[config.mk]
export PLATFORM = sky130hd
export DESIGN_NAME = spi_burst_seq
export DESIGN_NICKNAME = d
export VERILOG_FILES = /design/src/rtl/spi_seq_pkg.sv /design/src/rtl/spi_byte_shift.sv /design/src/rtl/spi_cs_decode.sv /design/src/rtl/spi_burst_ctrl.sv /design/src/rtl/spi_burst_seq.sv
export SDC_FILE = /design/constraint.sdc
export NUM_CORES = 1
export LEC_CHECK = 0
export ABC_CLOCK_PERIOD_IN_PS = 3450
export BUFFER_PORTS_ARGS = -buffer_cell sky130_fd_sc_hd__buf_2
export CAP_MARGIN = 15
export CORE_ASPECT_RATIO = 0.6
export CORE_MARGIN = 5
export CORE_UTILIZATION = 55
export CTS_CLUSTER_DIAMETER = 120
export DETAILED_ROUTE_END_ITERATION = 6
export MAX_ROUTING_LAYER = met4
export PLACE_DENSITY = 0.88
export SLEW_MARGIN = 30
export SYNTH_ARGS = -nofsm -noshare
export SYNTH_HDL_FRONTEND = slang
export SYNTH_SLANG_ARGS = --single-unit
[constraint.sdc]
create_clock -name clk -period 3.45 [get_ports clk]
set_input_delay 0.1725 -clock clk [delete_from_list [all_inputs] [get_ports clk]]
set_output_delay 0.1725 -clock clk [all_outputs]
set_load 0.005 [all_outputs]
[src/rtl/spi_seq_pkg.sv]
package spi_seq_pkg;
  typedef enum logic [2:0] {
    S_IDLE  = 3'd0,
    S_LOAD  = 3'd1,
    S_BGO   = 3'd2,
    S_BWAIT = 3'd3,
    S_WEND  = 3'd4
  } seq_state_t;
endpackage

[src/rtl/spi_byte_shift.sv]
module spi_byte_shift #(
  parameter int DIV_W = 8
) (
  input  logic             clk,
  input  logic             rst_n,
  input  logic [DIV_W-1:0] half_div,
  input  logic             start,
  input  logic [7:0]       tx_byte,
  input  logic             miso,
  output logic             sclk,
  output logic             mosi,
  output logic             done,
  output logic [7:0]       rx_byte
);
  logic             busy_q, busy_d, sclk_q, sclk_d, done_q, done_d;
  logic [7:0]       sh_q, sh_d, rx_q, rx_d;
  logic [2:0]       bit_q, bit_d;
  logic [DIV_W-1:0] cnt_q, cnt_d;
  logic             tick;

  assign tick = busy_q && (cnt_q == half_div);

  always_comb begin
    busy_d = busy_q;
    sclk_d = sclk_q;
    sh_d   = sh_q;
    rx_d   = rx_q;
    bit_d  = bit_q;
    cnt_d  = cnt_q;
    done_d = 1'b0;
    if (start && !busy_q) begin
      busy_d = 1'b1;
      sh_d   = tx_byte;
      bit_d  = 3'd0;
      cnt_d  = '0;
      sclk_d = 1'b0;
    end else if (busy_q) begin
      if (tick) begin
        cnt_d = '0;
        if (!sclk_q) begin
          sclk_d = 1'b1;
          rx_d   = {rx_q[6:0], miso};
        end else begin
          sclk_d = 1'b0;
          if (bit_q == 3'd7) begin
            busy_d = 1'b0;
            done_d = 1'b1;
          end else begin
            bit_d = bit_q + 3'd1;
            sh_d  = {sh_q[6:0], 1'b0};
          end
        end
      end else begin
        cnt_d = cnt_q + 1'b1;
      end
    end
  end

  always_ff @(posedge clk or negedge rst_n) begin
    if (!rst_n) begin
      busy_q <= 1'b0;
      sclk_q <= 1'b0;
      done_q <= 1'b0;
      sh_q   <= '0;
      rx_q   <= '0;
      bit_q  <= '0;
      cnt_q  <= '0;
    end else begin
      busy_q <= busy_d;
      sclk_q <= sclk_d;
      done_q <= done_d;
      sh_q   <= sh_d;
      rx_q   <= rx_d;
      bit_q  <= bit_d;
      cnt_q  <= cnt_d;
    end
  end

  assign sclk    = sclk_q;
  assign mosi    = sh_q[7];
  assign done    = done_q;
  assign rx_byte = rx_q;

  // the clock rests low whenever no byte is in flight
  p_sclk_rest_low_r2: assert property (@(posedge clk) disable iff (!rst_n)
    !busy_q |-> !sclk_q);
  // a byte completes only out of an active shift
  p_done_from_busy_r2: assert property (@(posedge clk) disable iff (!rst_n)
    done_q |-> $past(busy_q));
endmodule

[src/rtl/spi_cs_decode.sv]
module spi_cs_decode #(
  parameter  int NCH   = 4,
  localparam int SEL_W = $clog2(NCH)
) (
  input  logic             clk,
  input  logic             rst_n,
  input  logic [SEL_W-1:0] sel,
  input  logic [NCH-1:0]   master,
  output logic [NCH-1:0]   cs_n
);
  logic [NCH-1:0] cs_d, cs_q;

  for (genvar i = 0; i < NCH; i++) begin : g_cs
    assign cs_d[i] = !(master[sel] && (sel == SEL_W'(i)));
  end

  always_ff @(posedge clk or negedge rst_n) begin
    if (!rst_n) cs_q <= '1;
    else        cs_q <= cs_d;
  end

  assign cs_n = cs_q;

  // at most one chip select is active
  p_cs_single_r10: assert property (@(posedge clk) disable iff (!rst_n)
    $countones(~cs_q) <= 1);
endmodule

[src/rtl/spi_burst_ctrl.sv]
module spi_burst_ctrl
  import spi_seq_pkg::*;
#(
  parameter  int BLEN_W = 12,
  parameter  int NCH    = 4,
  localparam int SEL_W  = $clog2(NCH),
  localparam int REM_W  = BLEN_W + 2
) (
  input  logic              clk,
  input  logic              rst_n,
  input  logic [BLEN_W-1:0] cfg_blen,
  input  logic [SEL_W-1:0]  cfg_sel,
  input  logic [NCH-1:0]    cfg_master,
  input  logic              cfg_imm,
  input  logic [NCH-1:0]    cfg_wave,
  input  logic              xch_wr,
  input  logic              tx_wr,
  input  logic              tx_valid,
  input  logic [31:0]       tx_data,
  output logic              tx_pop,
  input  logic              rx_full,
  output logic              rx_push,
  output logic [31:0]       rx_data,
  output logic              xch_bit,
  output logic              tc_pulse,
  output logic              ovf_pulse,
  output logic              sh_start,
  output logic [7:0]        sh_byte,
  input  logic              sh_done,
  input  logic [7:0]        sh_rx
);
  seq_state_t               state_q, state_d;
  logic signed [REM_W-1:0]  rem_q, rem_d, full_len, eff_len;
  logic [REM_W-1:0]         eff_u;
  logic [31:0]              wsh_q, wsh_d, rxw_q, rxw_d;
  logic [1:0]               bidx_q, bidx_d, last_q, last_d;
  logic                     xch_q, xch_d;
  logic                     mst, multi, trig;
  logic [5:0]               lim;
  logic [2:0]               nbytes;

  assign mst      = cfg_master[cfg_sel];
  assign multi    = mst && !cfg_imm && cfg_wave[cfg_sel];
  assign trig     = mst && ((cfg_imm && tx_wr) || (!cfg_imm && xch_wr && !xch_q));
  assign full_len = $signed({2'b00, cfg_blen} + REM_W'(1));
  assign eff_len  = (rem_q <= 0) ? full_len : rem_q;
  assign eff_u    = eff_len;
  assign lim      = (eff_u > REM_W'(32)) ? 6'd32 : eff_u[5:0];
  assign nbytes   = 3'((lim + 6'd7) >> 3);

  always_comb begin
    state_d   = state_q;
    rem_d     = rem_q;
    wsh_d     = wsh_q;
    rxw_d     = rxw_q;
    bidx_d    = bidx_q;
    last_d    = last_q;
    xch_d     = xch_q;
    tx_pop    = 1'b0;
    rx_push   = 1'b0;
    tc_pulse  = 1'b0;
    ovf_pulse = 1'b0;
    sh_start  = 1'b0;
    if (xch_wr) xch_d = 1'b1;
    unique case (state_q)
      S_IDLE: if (trig) state_d = S_LOAD;
      S_LOAD: begin
        if (!tx_valid) begin
          tc_pulse = 1'b1;
          state_d  = S_IDLE;
        end else begin
          if (rem_q <= 0) begin
            rem_d = full_len;
            if (multi) xch_d = 1'b1;
          end
          tx_pop  = 1'b1;
          wsh_d   = tx_data;
          rxw_d   = '0;
          bidx_d  = 2'd0;
          last_d  = 2'(nbytes - 3'd1);
          state_d = S_BGO;
        end
      end
      S_BGO: begin
        sh_start = 1'b1;
        state_d  = S_BWAIT;
      end
      S_BWAIT: if (sh_done) begin
        rxw_d[bidx_q*8 +: 8] = sh_rx;
        wsh_d = {8'h00, wsh_q[31:8]};
        rem_d = rem_q - REM_W'(8);
        if (bidx_q == last_q) state_d = S_WEND;
        else begin
          bidx_d  = bidx_q + 2'd1;
          state_d = S_BGO;
        end
      end
      S_WEND: begin
        if (rx_full) ovf_pulse = 1'b1;
        else         rx_push   = 1'b1;
        if (rem_q <= 0) xch_d = 1'b0;
        if ((rem_q <= 0 && !multi) || !tx_valid) begin
          tc_pulse = 1'b1;
          state_d  = S_IDLE;
        end else begin
          state_d = S_LOAD;
        end
      end
      default: state_d = S_IDLE;
    endcase
  end

  always_ff @(posedge clk or negedge rst_n) begin
    if (!rst_n) begin
      state_q <= S_IDLE;
      rem_q   <= '0;
      wsh_q   <= '0;
      rxw_q   <= '0;
      bidx_q  <= '0;
      last_q  <= '0;
      xch_q   <= 1'b0;
    end else begin
      state_q <= state_d;
      rem_q   <= rem_d;
      wsh_q   <= wsh_d;
      rxw_q   <= rxw_d;
      bidx_q  <= bidx_d;
      last_q  <= last_d;
      xch_q   <= xch_d;
    end
  end

  assign rx_data = rxw_q;
  assign xch_bit = xch_q;
  assign sh_byte = wsh_q[7:0];

  // a word is taken only when the FIFO offers one
  p_pop_valid_r4: assert property (@(posedge clk) disable iff (!rst_n)
    tx_pop |-> tx_valid);
  // never push into a full receive FIFO
  p_push_room_r5: assert property (@(posedge clk) disable iff (!rst_n)
    rx_push |-> !rx_full);
  // a finished word is either stored or reported lost, not both
  p_push_or_ovf_r5: assert property (@(posedge clk) disable iff (!rst_n)
    !(rx_push && ovf_pulse));
  // completion leaves the sequencer idle
  p_tc_idle_r7: assert property (@(posedge clk) disable iff (!rst_n)
    tc_pulse |=> (state_q == S_IDLE));
  // the exchange flag falls only at the end of a word
  p_xch_fall_r7: assert property (@(posedge clk) disable iff (!rst_n)
    $fell(xch_q) |-> ($past(state_q) == S_WEND));
endmodule

[src/rtl/spi_burst_seq.sv]
module spi_burst_seq #(
  parameter  int BLEN_W = 12,
  parameter  int DIV_W  = 8,
  parameter  int NCH    = 4,
  localparam int SEL_W  = $clog2(NCH)
) (
  input  logic              clk,
  input  logic              rst_n,
  input  logic [BLEN_W-1:0] cfg_blen,
  input  logic [SEL_W-1:0]  cfg_sel,
  input  logic [NCH-1:0]    cfg_master,
  input  logic              cfg_imm,
  input  logic [NCH-1:0]    cfg_wave,
  input  logic [DIV_W-1:0]  cfg_half_div,
  input  logic              xch_wr,
  input  logic              tx_wr,
  input  logic              tx_valid,
  input  logic [31:0]       tx_data,
  output logic              tx_pop,
  input  logic              rx_full,
  output logic              rx_push,
  output logic [31:0]       rx_data,
  output logic              xch_bit,
  output logic              tc_pulse,
  output logic              ovf_pulse,
  output logic              sclk,
  output logic              mosi,
  input  logic              miso,
  output logic [NCH-1:0]    cs_n
);
  logic       sh_start, sh_done;
  logic [7:0] sh_byte, sh_rx;

  spi_burst_ctrl #(.BLEN_W(BLEN_W), .NCH(NCH)) u_ctrl (
    .clk(clk), .rst_n(rst_n), .cfg_blen(cfg_blen), .cfg_sel(cfg_sel),
    .cfg_master(cfg_master), .cfg_imm(cfg_imm), .cfg_wave(cfg_wave),
    .xch_wr(xch_wr), .tx_wr(tx_wr), .tx_valid(tx_valid), .tx_data(tx_data),
    .tx_pop(tx_pop), .rx_full(rx_full), .rx_push(rx_push), .rx_data(rx_data),
    .xch_bit(xch_bit), .tc_pulse(tc_pulse), .ovf_pulse(ovf_pulse),
    .sh_start(sh_start), .sh_byte(sh_byte), .sh_done(sh_done), .sh_rx(sh_rx)
  );

  spi_byte_shift #(.DIV_W(DIV_W)) u_shift (
    .clk(clk), .rst_n(rst_n), .half_div(cfg_half_div), .start(sh_start),
    .tx_byte(sh_byte), .miso(miso), .sclk(sclk), .mosi(mosi),
    .done(sh_done), .rx_byte(sh_rx)
  );

  spi_cs_decode #(.NCH(NCH)) u_cs (
    .clk(clk), .rst_n(rst_n), .sel(cfg_sel), .master(cfg_master), .cs_n(cs_n)
  );
endmodule

Word level (Yosys, flattened, before mapping)
Cells that the tools add are included.
- bits in registers: 120
- input port bits: 70
- output and inout bits: 43
- word-level logic and storage cells: 151
- add/sub/neg operators: 8
- order comparisons: 3
- eq/ne operators: 15
- shifts and indexed selects: 2
- mux-type cells: 69
- bitwise operators: 2
- reductions and logical operators: 37
- operator list (kind ; number):
    $mux 32 ; 4
    $pmux 32 s2 ; 2
    $mux 8 ; 8
    $mux 14 ; 3
    $neg 5->34 ; 1
    $shift 8x34->32 const A ; 1
    $shiftx 8x34->32 ; 1
    $bwmux 32 ; 1
    $mux 1 ; 31
    $pmux 14 s2 ; 1
    $mux 3 ; 8
    $pmux 3 s5 ; 1
    $gt 14x6->1 const B ; 1
    $le 14x1->1 const B ; 1
    $sub 14x5->14 const B ; 1
    $add 12x1->13 const B ; 1
    $logic_and 1x1->1 ; 13
    $reduce_and 4->1 ; 3
    $logic_not 1->1 ; 9
    $add 8x1->8 const B ; 1
    $eq 8x8->1 ; 1
    $mux 2 ; 4
    $reduce_bool 2->1 ; 4
    $eq 3x2->1 const B ; 2
    other kinds (22) ; 33

Longest topological paths before layout
Gate-level depths: netlist (run 1).
- depth after elaboration: 9
- mapped depth: 8
- mapped depth without buffers: 7

Cells and area by module
From an unflattened synthesis (run 1), not the netlist that was laid out.
- cells, all modules: 598
- area, all modules: 6024.5 um2
- modules (own cells, without submodules) (module ; times used ; cells each ; area each (um2) ; sequential area each (um2)):
    spi_burst_ctrl ; 1 ; 453 ; 4413.0 ; 2152.1
    spi_byte_shift ; 1 ; 137 ; 1477.7 ; 750.7
    spi_cs_decode ; 1 ; 8 ; 133.9 ; 105.1

Worst setup path after synthesis (run 1)
Ideal clock, no wire load.
- path kind: reg-to-reg
- start: register u_ctrl.rem_q[8]
- end: register u_ctrl.last_q[0]
- setup time: 128 ps
- data arrival time: 1768 ps
- data required time: 3322 ps
- slack: 1554 ps
- cell stages (with the launch flop): 7
- buffers on the path: 0
- clock period less this slack: 1896 ps
- cell sequence: dfrtp_1 > nor4_4 > a41oi_1 > nand2b_4 > or3_1 > o31ai_2 > a21oi_1
- longest elaborated chain between the ends: 6
- ends and longest elaborated chain (element ; line ; RTL):
    start: declaration ; spi_burst_ctrl.sv:33 ; logic signed [REM_W-1:0] rem_q, rem_d, full_len, eff_len;
    start signal: assignment ; spi_burst_ctrl.sv:124 ; rem_q <= rem_d;
    $le 14x1->1 ; spi_burst_ctrl.sv:46 ; assign eff_len = (rem_q <= 0) ? full_len : rem_q;
    $mux 14 * ; spi_burst_ctrl.sv:46 ;
    $gt 14x6->1 ; spi_burst_ctrl.sv:48 ; assign lim = (eff_u > REM_W'(32)) ? 6'd32 : eff_u[5:0];
    $mux 5 * ; spi_burst_ctrl.sv:48 ;
    $add 5x3->5 * ; spi_burst_ctrl.sv:49 ; assign nbytes = 3'((lim + 6'd7) >> 3);
    $sub 2x1->2 * ; spi_burst_ctrl.sv:80 ; last_d = 2'(nbytes - 3'd1);
    end signal: assignment ; spi_burst_ctrl.sv:128 ; last_q <= last_d;
    end: declaration ; spi_burst_ctrl.sv:36 ; logic [1:0] bidx_q, bidx_d, last_q, last_d;
Every way passes the cells marked *; elsewhere a longest branch is shown, timed or not.
A chain may end at the register's enable or synchronous reset.

Worst setup path after layout (run 1)
- start: register u_ctrl.state_q[2]
- end: register u_ctrl.rxw_q[18] (netlist: u_ctrl.rx_data[18])
- longest elaborated chain between the ends: 3
- elaborated cells on any way between the ends: 7
- those cells by class: eq/ne (4); mux (1); reduce/logical (2)
- ends and longest elaborated chain (element ; line ; RTL):
    start: declaration ; spi_burst_ctrl.sv:32 ; seq_state_t state_q, state_d;
    start signal: assignment ; spi_burst_ctrl.sv:123 ; state_q <= state_d;
    $eq 3x1->1 or $eq 3x2->1 (tied branches) ; spi_burst_ctrl.sv:65 ; unique case (state_q)
    $ne 2x2->1 (no source line) (tied with other cells) ; n/a ;
    $reduce_and 3->1 (no source line) ; n/a ;
    end signal: assignment ; spi_burst_ctrl.sv:126 ; rxw_q <= rxw_d;
    end: declaration ; spi_burst_ctrl.sv:35 ; logic [31:0] wsh_q, wsh_d, rxw_q, rxw_d;
Parallel ways exist; a longest one is shown, timed or not.

==> results.md, run 1 <==
* Peak VDD IR at 493 uV
* Met2 WL post-DR at 6.93 mm
* Post-synth EDFFs at 0
* H-tree depth at 4
* Final TNS setup at 0 ns
* FMAX at 0.396 GHz
* Reg clk slew, reported paths at 0.06 ns
* Post-cts gate resize count at 0
* Synthesized cell area at 5870 um2
* Post-DRT Antenna Nets at 0
* Top Layer Used: met4
* Final Hold Viols at 0
* Cell family with most CP delay: simple AND/OR/NAND/NOR gates
* DR WL met3 at 1.37 mm
* Die Y at 90 um
* Final Instance Count excl. Fillers at 882
* Max stage delay on crit path at 0.50 ns
* Most common cell after layout, fill and taps aside: dfrtp_1
* Max Cap Violations at 0
* Syn nets at 688
* Final HPWL DP at 10.8 mm
* Met1 Wirelength at 6.99 mm
* Most frequent cells in the layout: 116 x dfrtp_1, 111 x nand2_1, 111 x buf_2
* Count of final setup violators at 0
* Worst Path Buf+Inv at 1
* Drt total wl at 15.6 mm
* Iter 0 DRT Violations at 513
* # IOs at 113
* Pwr Density at 698 nW/um2
* Total CTS buffers at 17
* Pre-Repair DR Iteration Count at 5
* Layout cell share with drive strength beyond 1 at 24.8%
* Worst-skew pair later-pin latency at 0.41 ns
* Leakage power at 3.46 nW
* Post-CTS setup buffers at 0
* Number of global-route vias before repair at 5167
* Final worst slack at 0.925 ns
* CP endpoint kind: flip-flop
* Avg Cell Area, Syn at 9.63 um2
* Number of synthesis warnings at 0
* Pre-CTS setup slack at 1.05 ns
* Fin nets at 809
* Core ar. at 10500 um2
* Register area share after synthesis at 51.3%
* CP max FO at 31
* Critical path arrival at 2.87 ns
* Main synth FF type: dfrtp_1
* CTS root buf: clkbuf_16
* Congestion Overflow GR at 0
* Asr flop ratio synth at 100%
* I/O Buffers at 112
* Drt drc at 0
* Clock Path Buffers at 2
* Critical path cell sequence: and2b_1, and2_1, buf_4, nand2_1, nor2_1, and4_1, a22o_1
* Synth Register Bits at 120
* Worst setup SP type: flip-flop
* Outcome: completed
* Min Tclk post-route at 2.52 ns
* RSZ-0062 raised after global routing: false
* Ant diodes at 0
* Post-CTS Hold Buffers at 15
* Largest net degree at the start of global routing at 63
* CP required at 3.79 ns
* Final Skew at 0.00621 ns
* Initial antenna violation count at 0
* # rows at 29
* CTS tree: built
* RePlAce Congestion at 0.848
* Footprint of the multi-input gates at 2680 um2
* CTS sink cnt at 120
* Number of distinct library cells after synthesis at 55
* Final core utilization at 69.7%
* DR WL/cell at 17.7 um
* Least-Margin Pin Slew at 0.762 ns
* Area growth syn-to-layout at 24.5%
* Post-Synthesis Cells at 609
* Hold Path Class: primary input to flip-flop
* Gr usage total at 25.6%
* Total die area at 12900 um2
* Final slew viol count at 0
* Slew headroom at 49.2%
* Final Cycle Share at 73.2%
* Dpl cells at 834
* Reg area at 3010 um2
* Vias at 5204
* Starting Density at 55.9%
* CP Class: flip-flop to flip-flop
* Slowest-stage cell, CP: dfrtp_1
* Vias/cell at 5.90
* Layout fillers at 765
* Die extent in x at 143 um
* First-pass GRT wire length at 25.8 mm
## state kept, by name, indices dropped and copies added, names as in the netlist, 3 cells and up
register and count:
u_cs.cs_n 4, u_ctrl.rem_q 14, u_ctrl.rx_data 32, u_ctrl.state_q 3
u_ctrl.wsh_q 32, u_shift.bit_q 3, u_shift.cnt_q 8, u_shift.rx_byte 8
u_shift.sh_q 8
## tightest hold or removal path, stage by stage
cell and delay [ns]:
buf_2 0.09, nand2_1 0.04, a31oi_1 0.07
## metrics by stage
stage               hold slack (ns)  power (mW)  area [um2]
floorplan                    -0.123        2.84        5870
global placement              0.285        3.18        6530
detailed placement            0.301        3.25        6530
CTS                        0.000831        5.08        7280
global route                 0.0117        5.38        7310
finish                      0.00901        5.10        7310
## final cells by class
| class | count | share of cell area [%] |
|---|---|---|
| timing repair buffer | 135 | 10.8 |
| sequential | 120 | 41.2 |
| clock buffer | 18 | 6.01 |
| clock inverter | 14 | 2.21 |
| inverter | 14 | 0.719 |
| tap | 139 | 2.38 |
| multi-input combinational | 442 | 36.7 |
## metal layers
layer	GRT usage (%)	vias up
li1	-	2403
met1	35.6	2526
met2	36.8	243
met3	6.95	32
met4	7.99	0
met5	-	-
## Yosys cell counts (all sizes together), types with 5 or more instances
master / n / area (um2)
nor3: 10 / 55.1
clkbuf: 21 / 78.8
xnor2: 21 / 184
a21oi: 16 / 83.8
nor4: 5 / 46.3
a22o: 33 / 289
nand2b: 5 / 38.8
and3: 10 / 62.6
o21ai: 43 / 215
nand3: 16 / 80.1
mux2: 17 / 191
nor2: 62 / 235
a31oi: 27 / 169
ha: 9 / 113
nand4: 5 / 31.3
inv: 14 / 52.6
dfrtp: 116 / 2900
xor2: 6 / 52.6
buf: 12 / 58.8
nand2: 111 / 417
o31ai: 5 / 42.5
## cells by family (layout without fill, tap and decap cells)
| logic type | after synthesis | count (layout) | share of synthesized area (%) |
|---|---|---|---|
| buffers and inverters | 47 | 181 | 3.24 |
| xor gates and xnor gates | 27 | 27 | 4.03 |
| AOI/OAI and AO/OA | 140 | 140 | 15.8 |
| muxes | 21 | 21 | 4.37 |
| DFF | 120 | 120 | 51.3 |
| adders and majority gates | 9 | 9 | 1.92 |
| and+or+nand+nor | 245 | 245 | 19.4 |
## power by group
| group | switching (mW) | internal (mW) | leakage, nW |
|---|---|---|---|
| clock | 0.693 | 1.10 | 0.291 |
| sequential | 0.243 | 1.62 | 1.59 |
| combinational | 0.924 | 0.519 | 1.58 |
| total | 1.86 | 3.24 | 3.46 |
## path summary, 6_finish.rpt
kind / slack, ns / cells after the start / start / to
min: 0.009 / 3 / tx_data[22] / u_ctrl.wsh_q[22]
max reg2reg: 0.93 / 7 / u_ctrl.state_q[2] / u_ctrl.rx_data[18]
min in group asynchronous: 0.36 / 2 / rst_n / u_ctrl.rx_data[28]
max: 0.93 / 7 / u_ctrl.state_q[2] / u_ctrl.rx_data[18]
max in group asynchronous: 2.30 / 3 / rst_n / u_ctrl.rem_q[10]
min reg2reg: 0.48 / 2 / u_ctrl.rx_data[0] / u_ctrl.rx_data[0]
Power figures use the tool's default switching activity.
==> inputs of run 2 (changes only) <==
--- a/config.mk
+++ b/config.mk
@@ -5,16 +5,16 @@
 export SDC_FILE = /design/constraint.sdc
 export NUM_CORES = 1
 export LEC_CHECK = 0
-export ABC_CLOCK_PERIOD_IN_PS = 3450
+export ABC_CLOCK_PERIOD_IN_PS = 2100
 export BUFFER_PORTS_ARGS = -buffer_cell sky130_fd_sc_hd__buf_2
 export CAP_MARGIN = 15
 export CORE_ASPECT_RATIO = 0.6
 export CORE_MARGIN = 5
-export CORE_UTILIZATION = 55
+export CORE_UTILIZATION = 50
 export CTS_CLUSTER_DIAMETER = 120
 export DETAILED_ROUTE_END_ITERATION = 6
 export MAX_ROUTING_LAYER = met4
-export PLACE_DENSITY = 0.88
+export PLACE_DENSITY = 0.85
 export SLEW_MARGIN = 30
 export SYNTH_ARGS = -nofsm -noshare
 export SYNTH_HDL_FRONTEND = slang
==> constraint.sdc (replaced) <==
create_clock -name clk -period 2.1 [get_ports clk]
set_input_delay 0.105 -clock clk [delete_from_list [all_inputs] [get_ports clk]]
set_output_delay 0.105 -clock clk [all_outputs]
set_load 0.005 [all_outputs]
==> run 2 against run 1 <==
Compared with the run above: the run now ends with negative setup slack left; first-iteration DRC count is 20% lower; sequential cell count stayed put; total power is 69% higher; via count is 4.1% higher; register-to-register slack worse by 0.87 ns; critical endpoint is now tc_pulse; largest cell class unchanged; largest power group unchanged.
==> results.md, run 2 (synthesis results as in run 1) <==
* Final slew viol count at 0 (unchanged)
* Hold WS at 0.0174 ns (was 0.00901 ns)
* Reg2reg setup slack at 0.06 ns (was 0.93 ns)
* Most common cell after layout, fill and taps aside: buf_2 (was dfrtp_1)
* Min Tclk post-route at 2.10 ns
* Design area at 7920 um2 (was 7310 um2)
* Largest net degree at the start of global routing at 121 (was 63)
* Max Cap Violations at 0 (unchanged)
* Die Y at 93.9 um (was 90 um)
* DP Area at 6670 um2 (was 6530 um2)
* Area growth syn-to-layout at 34.9% (was 24.5%)
* Starting Density at 51.6% (was 55.9%)
* Gr usage total at 23.9% (was 25.6%)
* Final TNS setup at -0.00165 ns (was 0 ns)
* Critical Path Start: u_ctrl.rem_q[8] (was u_ctrl.state_q[2])
* Fin nets at 865 (was 809)
* Die extent in x at 150 um (was 143 um)
* CP endpoint kind: primary output (was flip-flop)
* Final HPWL DP at 10.6 mm (was 10.8 mm)
* First-pass GRT wire length at 26.1 mm (was 25.8 mm)
* Peak VDD IR at 653 uV (was 493 uV)
* # rows at 30 (was 29)
* Final Hold Viols at 0 (unchanged)
* Post-DRT Antenna Nets at 0 (unchanged)
* Min-delay src: tx_data[7] (was tx_data[22])
* Critical path arrival at 2.00 ns (was 2.87 ns)
* RePlAce Congestion at 0.912 (was 0.848)
* Final Skew at 0.0107 ns (was 0.00621 ns)
* DR WL/cell at 17.0 um (was 17.7 um)
* Outcome: finished, violations left (was completed)
* Worst Setup EP: tc_pulse (was u_ctrl.rx_data[18])
* CP Class: flip-flop to primary output (was flip-flop to flip-flop)
* Iter 0 DRT Violations at 408 (was 513)
* H-tree depth at 4 (unchanged)
* Most frequent cells in the layout: 112 x buf_2, 111 x nand2_1, 110 x dfrtp_1 (was 116 x dfrtp_1, 111 x nand2_1, 111 x buf_2)
* Total CTS buffers at 17 (unchanged)
* Clock Path Buffers at 2 (unchanged)
* Pre-CTS setup slack at 0.0815 ns (was 1.05 ns)
* Hold Path Class: primary input to flip-flop (unchanged)
* Vias at 5416 (was 5204)
* Final Cycle Share at 100%
* Layout cell share with drive strength beyond 1 at 29.0% (was 24.8%)
* Failing checks: negative setup slack
* Drt total wl at 16.3 mm (was 15.6 mm)
* Total die area at 14100 um2 (was 12900 um2)
* # IOs at 113 (unchanged)
* Reg clk slew, reported paths at 0.06 ns (about the same)
* Core ar. at 11400 um2 (was 10500 um2)
* Worst-skew pair later-pin latency at 0.41 ns (about the same)
* FMAX at 0.476 GHz
* Number of global-route vias before repair at 5380 (was 5167)
* Worst r2r src: u_shift.cnt_q[3] (was u_ctrl.state_q[2])
* Congestion Overflow GR at 0 (unchanged)
* RR Endpoint: u_shift.sh_q[5] (was u_ctrl.rx_data[18])
* Worst r2r path cells at 8 (was 7)
* CTS tree: built (unchanged)
* RSZ-0062 raised after global routing: true (was false)
* Vias/cell at 5.65 (was 5.90)
* Final worst slack at -0.00165 ns (was 0.925 ns)
* Initial antenna violation count at 0 (unchanged)
* CTS sink cnt at 120 (unchanged)
* Drt drc at 0 (unchanged)
* CTS root buf: clkbuf_16 (unchanged)
* CP max FO at 4 (was 31)
* Least-Margin Pin Slew at 0.642 ns (was 0.762 ns)
* Leakage power at 3.72 nW (was 3.46 nW)
* I/O Buffers at 112 (unchanged)
* Pwr Density at 1090 nW/um2 (was 698 nW/um2)
* Worst setup SP type: flip-flop (unchanged)
* Pre-Repair DR Iteration Count at 5 (unchanged)
* Count of final setup violators at 1 (was 0)
* CP required at 2.00 ns (was 3.79 ns)
* Slew headroom at 57.2% (was 49.2%)
* Ant diodes at 0 (unchanged)
## run 2: routing by layer
layer | track usage [%] | wire length [um] | vias up
met1 | 32.3 | 7370 | 2654
li1 | - | - | 2512
met5 | - | 0 | -
met2 | 36.8 | 7580 | 226
met4 | 6.47 | 196 | 0
met3 | 5.45 | 1200 | 24
## run 2: worst min path at each step
stage | to | slack (ns) | depth (start not counted)
after floorplan | u_ctrl.bidx_q[0] | -0.19 | 0
after global placement | u_ctrl.rx_data[22] | 0.24 | 2
after detailed placement | u_ctrl.rx_data[17] | 0.26 | 2
after CTS | u_ctrl.wsh_q[7] | 0.007 | 3
after global routing | u_ctrl.wsh_q[7] | 0.02 | 3
final | u_ctrl.wsh_q[7] | 0.02 | 3
## run 2: worst max-delay path: stages, from the launching register on
cell and delay, ns:
dfrtp_2 0.43, nor4_4 0.34, a41oi_2 0.20, buf_6 0.17
o21ai_4 0.11, a31oi_1 0.09, nor2_1 0.13, buf_2 0.13
## run 2: where the power goes
group / internal, mW / switching (mW) / total (mW)
registers: 2.68 / 0.362 / 3.04
clock network: 1.73 / 1.08 / 2.82
logic: 1.10 / 1.64 / 2.75
## run 2: what timing repair did
action                     in CTS  in global routing
pin swaps                       2                 10
hold endpoints to repair      155                  0
setup endpoints to repair       1                 45
hold buffers                   45                  0
setup buffers                   2                  9
gates cloned                    0                  1
gates resized for setup         4                 27
## run 2: area by class of cell
cell class / count / area [um2]
inverters: 14 / 52.6
well taps: 160 / 200
clock buffers: 20 / 467
flip-flops and latches: 120 / 3020
multi-input cells: 442 / 2770
repair buffers: 191 / 1290
clock inverters: 12 / 118
fillers: 817 / 3460
## run 2: per-stage QoR
stage | utilization (%) | power, mW | instances
2_1_floorplan | - | 4.67 | 609
3_3_place_gp | 58.7 | 5.33 | 870
3_5_place_dp | 58.7 | 5.44 | 870
4_1_cts | 68.0 | 8.39 | 949
5_1_grt | 69.6 | 9.06 | 959
6_report | 69.6 | 8.61 | 959
==> inputs of run 3 (changes only) <==
--- a/config.mk
+++ b/config.mk
@@ -15,7 +15,9 @@
 export DETAILED_ROUTE_END_ITERATION = 6
 export MAX_ROUTING_LAYER = met4
 export PLACE_DENSITY = 0.85
-export SLEW_MARGIN = 30
+export SKIP_CTS_REPAIR_TIMING = 1
+export SLEW_MARGIN = 20
 export SYNTH_ARGS = -nofsm -noshare
 export SYNTH_HDL_FRONTEND = slang
+export SYNTH_HIERARCHICAL = 1
 export SYNTH_SLANG_ARGS = --single-unit
==> run 3 against run 2 <==
Compared with the run above: the run ends with negative hold slack left; register-to-register slack improved by 0.02 ns; setup slack gained 0.021 ns; combinational power is 3% lower; largest power group unchanged.
==> results.md, run 3 <==
* Leakage power at 3.61 nW (was 3.72 nW)
* Final slew viol count at 0 (unchanged)
* P_sw at 3.12 mW (was 3.09 mW)
* Worst Path Buf+Inv at 1 (was 2)
* Count of final setup violators at 0 (was 1)
* DR WL met3 at 1.18 mm (was 1.20 mm)
* Drt total wl at 15.8 mm (was 16.3 mm)
* Hold Crit Depth at 3 (unchanged)
* Pre-CTS setup slack at 0.0460 ns (was 0.0815 ns)
* # rows at 31 (was 30)
* Number of distinct library cells after synthesis at 62 (was 55)
* Reg2reg setup slack at 0.08 ns (was 0.06 ns)
* Yosys top cell area share at 48.2% (was 49.5%)
* Die Y at 95.0 um (was 93.9 um)
* Least-Margin Pin Slew at 0.670 ns (was 0.642 ns)
* Internal cell power at 5.82 mW (was 5.51 mW)
* Avg Cell Area, Syn at 10.1 um2 (was 9.63 um2)
* Post-synth EDFFs at 0 (unchanged)
* Most frequent cells in the layout: 114 x dfrtp_1, 111 x buf_2, 83 x nand2_1 (was 112 x buf_2, 111 x nand2_1, 110 x dfrtp_1)
* Max Cap Violations at 0 (unchanged)
* Vias at 5258 (was 5416)
* Sw Share at 34.9% (was 35.9%)
* Most common cell after layout, fill and taps aside: dfrtp_1 (was buf_2)
* Initial antenna violation count at 0 (unchanged)
* Congestion Overflow GR at 0 (unchanged)
* Number of synthesis warnings at 6 (was 0)
* Sequential power share at 37.9% (was 35.3%)
* DR WL/cell at 16.9 um (was 17.0 um)
* Worst-skew pair later-pin latency at 0.41 ns (about the same)
* Total CTS buffers at 17 (unchanged)
* Total die area at 14400 um2 (was 14100 um2)
* H-tree depth at 4 (unchanged)
* Post-DRT Antenna Nets at 0 (unchanged)
* Met2 WL post-DR at 7.34 mm (was 7.58 mm)
* CTS sink cnt at 120 (unchanged)
* Final Hold Viols at 3 (was 0)
* Final HPWL DP at 11.1 mm (was 10.6 mm)
* CTS tree: built (unchanged)
* Outcome: finished, violations left (unchanged)
* Area growth syn-to-layout at 30.3% (was 34.9%)
* CTS root buf: clkbuf_16 (unchanged)
* Iter 0 DRT Violations at 423 (was 408)
* Final TNS setup at 0 ns (was -0.00165 ns)
* CP Class: flip-flop to primary output (unchanged)
* Clock power share at 32.2% (was 32.8%)
* # IOs at 113 (unchanged)
* Final worst slack at 0.0191 ns (was -0.00165 ns)
* Syn nets at 677 (was 688)
* Post-synth top cells: 116 x dfrtp_1, 83 x nand2_1, 65 x nor2_1, 47 x a22o_1, 27 x a31oi_1 (was 116 x dfrtp_1, 111 x nand2_1, 61 x nor2_1, 33 x a22o_1, 27 x a31oi_1)
* CP endpoint kind: primary output (unchanged)
* First-pass GRT wire length at 24.8 mm (was 26.1 mm)
* Worst r2r path cells at 6 (was 8)
* Fin nets at 839 (was 865)
* Pwr Density at 1140 nW/um2 (was 1090 nW/um2)
* FMAX at 0.481 GHz (was 0.476 GHz)
* Peak VDD IR at 603 uV (was 653 uV)
* Failing checks: negative hold slack (was negative setup slack)
* Pre-Repair DR Iteration Count at 5 (unchanged)
* Asr flop ratio synth at 100% (unchanged)
* Critical path arrival at 1.98 ns (was 2.00 ns)
* Gr usage total at 22.6% (was 23.9%)
* Slowest-stage cell, CP: dfrtp_2 (unchanged)
* Synthesized cell area at 6020 um2 (was 5870 um2)
* RSZ-0062 raised after global routing: true (unchanged)
* Combinational cell fraction of total power at 29.9% (was 31.9%)
* Min Tclk post-route at 2.08 ns (was 2.10 ns)
* I/O Buffers at 112 (unchanged)
* Final Skew at 0.0114 ns (was 0.0107 ns)
* Clock Path Buffers at 2 (unchanged)
* Synth Register Bits at 120 (unchanged)
* Vias/cell at 5.61 (was 5.65)
* Layout cell share with drive strength beyond 1 at 26.5% (was 29.0%)
* Register area share after synthesis at 49.9% (was 51.3%)
* RR Endpoint: u_ctrl/rx_data[16] (was u_shift.sh_q[5])
* Worst r2r src: u_ctrl/state_q[1] (was u_shift.cnt_q[3])
* Reg clk slew, reported paths at 0.05 ns (was 0.06 ns)
* RePlAce Congestion at 0.927 (was 0.912)
* Largest net degree at the start of global routing at 61 (was 121)
* Drt drc at 0 (unchanged)
* Cell family with most CP delay: compound AO/OA/AOI/OAI gates (was simple AND/OR/NAND/NOR gates)
* Die extent in x at 152 um (was 150 um)
* CP max FO at 4 (unchanged)
* Starting Density at 50.6% (was 51.6%)
* Critical path cell sequence: nor4_4, a41o_2, o21ai_2, nand2_1, nand3b_1, a21oi_1, buf_2 (was nor4_4, a41oi_2, buf_6, o21ai_4, a31oi_1, nor2_1, buf_2)
* Ant diodes at 0 (unchanged)
* Hold WS at -0.0268 ns (was 0.0174 ns)
* Final core utilization at 65.9% (was 69.6%)
* Synth area leader: dfrtp_1 (unchanged)
* Final Cycle Share at 99.1% (was 100%)
* Hold Path Class: primary input to flip-flop (unchanged)
* Main synth FF type: dfrtp_1 (unchanged)
* CP required at 2.00 ns (about the same)
* Most frequent cell after synthesis: dfrtp_1 (unchanged)
* Hold Path Sink: u_ctrl/wsh_q[12] (was u_ctrl.wsh_q[7])
* Post-Synthesis Cells at 598 (was 609)
* Met1 Wirelength at 7.15 mm (was 7.37 mm)
* Core ar. at 11900 um2 (was 11400 um2)
* Worst setup SP type: flip-flop (unchanged)
* Max stage delay on crit path at 0.43 ns (about the same)
* Min-delay src: tx_data[12] (was tx_data[7])
* Number of global-route vias before repair at 5006 (was 5380)
* Dominant cells by area after synthesis: dfrtp_1 48%, a22o_1 6.8%, nand2_1 5.2% (was dfrtp_1 49%, nand2_1 7.1%, a22o_1 4.9%)
* Top Layer Used: met4 (unchanged)
* Slew headroom at 55.2% (was 57.2%)
-- run 3: cells by family after synthesis --
kind of cell	synth area share, %
flip-flops	49.9
buffers and inverters	3.82
XOR/XNOR	4.36
AND/OR/NAND/NOR	18.4
adder cells (fa/ha/maj)	1.87
AO/OA/AOI/OAI	17.5
multiplexers	4.11
-- run 3: cell type report --
class                           instances  area, um2
Multi-Input combinational cell        431       2810
Sequential cell                       120       3010
Clock inverter                         15        168
Fill cell                             883       4060
Inverter                               11       41.3
Timing Repair Buffer                  179       1190
Clock buffer                           17        425
Tap cell                              165        206
-- run 3: worst max path at each step --
stage          cells past startpoint          endpoint            start
2_1_floorplan                      6  u_ctrl/last_q[0]  u_ctrl/rem_q[7]
3_3_place_gp                       6  u_ctrl/last_q[0]  u_ctrl/rem_q[7]
3_5_place_dp                       6  u_ctrl/last_q[0]  u_ctrl/rem_q[7]
4_1_cts                            7          tc_pulse  u_ctrl/rem_q[7]
5_1_grt                            7          tc_pulse  u_ctrl/rem_q[6]
6_report                           7          tc_pulse  u_ctrl/rem_q[7]
-- run 3: power by group through the flow --
stage | combinational (mW) | clock, mW | sequential, mW
2_1_floorplan | 1.95 | 0 | 3.27
3_3_place_gp | 2.39 | 0 | 3.37
3_5_place_dp | 2.48 | 0 | 3.40
4_1_cts | 2.51 | 2.92 | 3.37
5_1_grt | 2.96 | 3.03 | 3.47
6_report | 2.68 | 2.88 | 3.39
-- run 3: tightest hold or removal path: stages --
cell and delay, ns:
buf_2 0.11, nand2_1 0.05, a31oi_1 0.07
-- run 3: through the flow --
| stage | area, um2 | cells | total power [mW] | hold slack, ns |
|---|---|---|---|---|
| after floorplan | 6020 | 598 | 5.22 | -0.191 |
| after global placement | 6780 | 859 | 5.76 | 0.0281 |
| after detailed placement | 6780 | 859 | 5.88 | 0.0344 |
| after CTS | 7370 | 891 | 8.80 | -0.408 |
| after global routing | 7850 | 938 | 9.46 | 0.00328 |
| final | 7850 | 938 | 8.94 | -0.0268 |
-- run 3: routing by layer --
metal  GRT usage (%)  up-vias
li1                -     2485
met1            31.5     2526
met2            33.2      225
met3            4.85       22
met4            7.70        0
met5               -        -
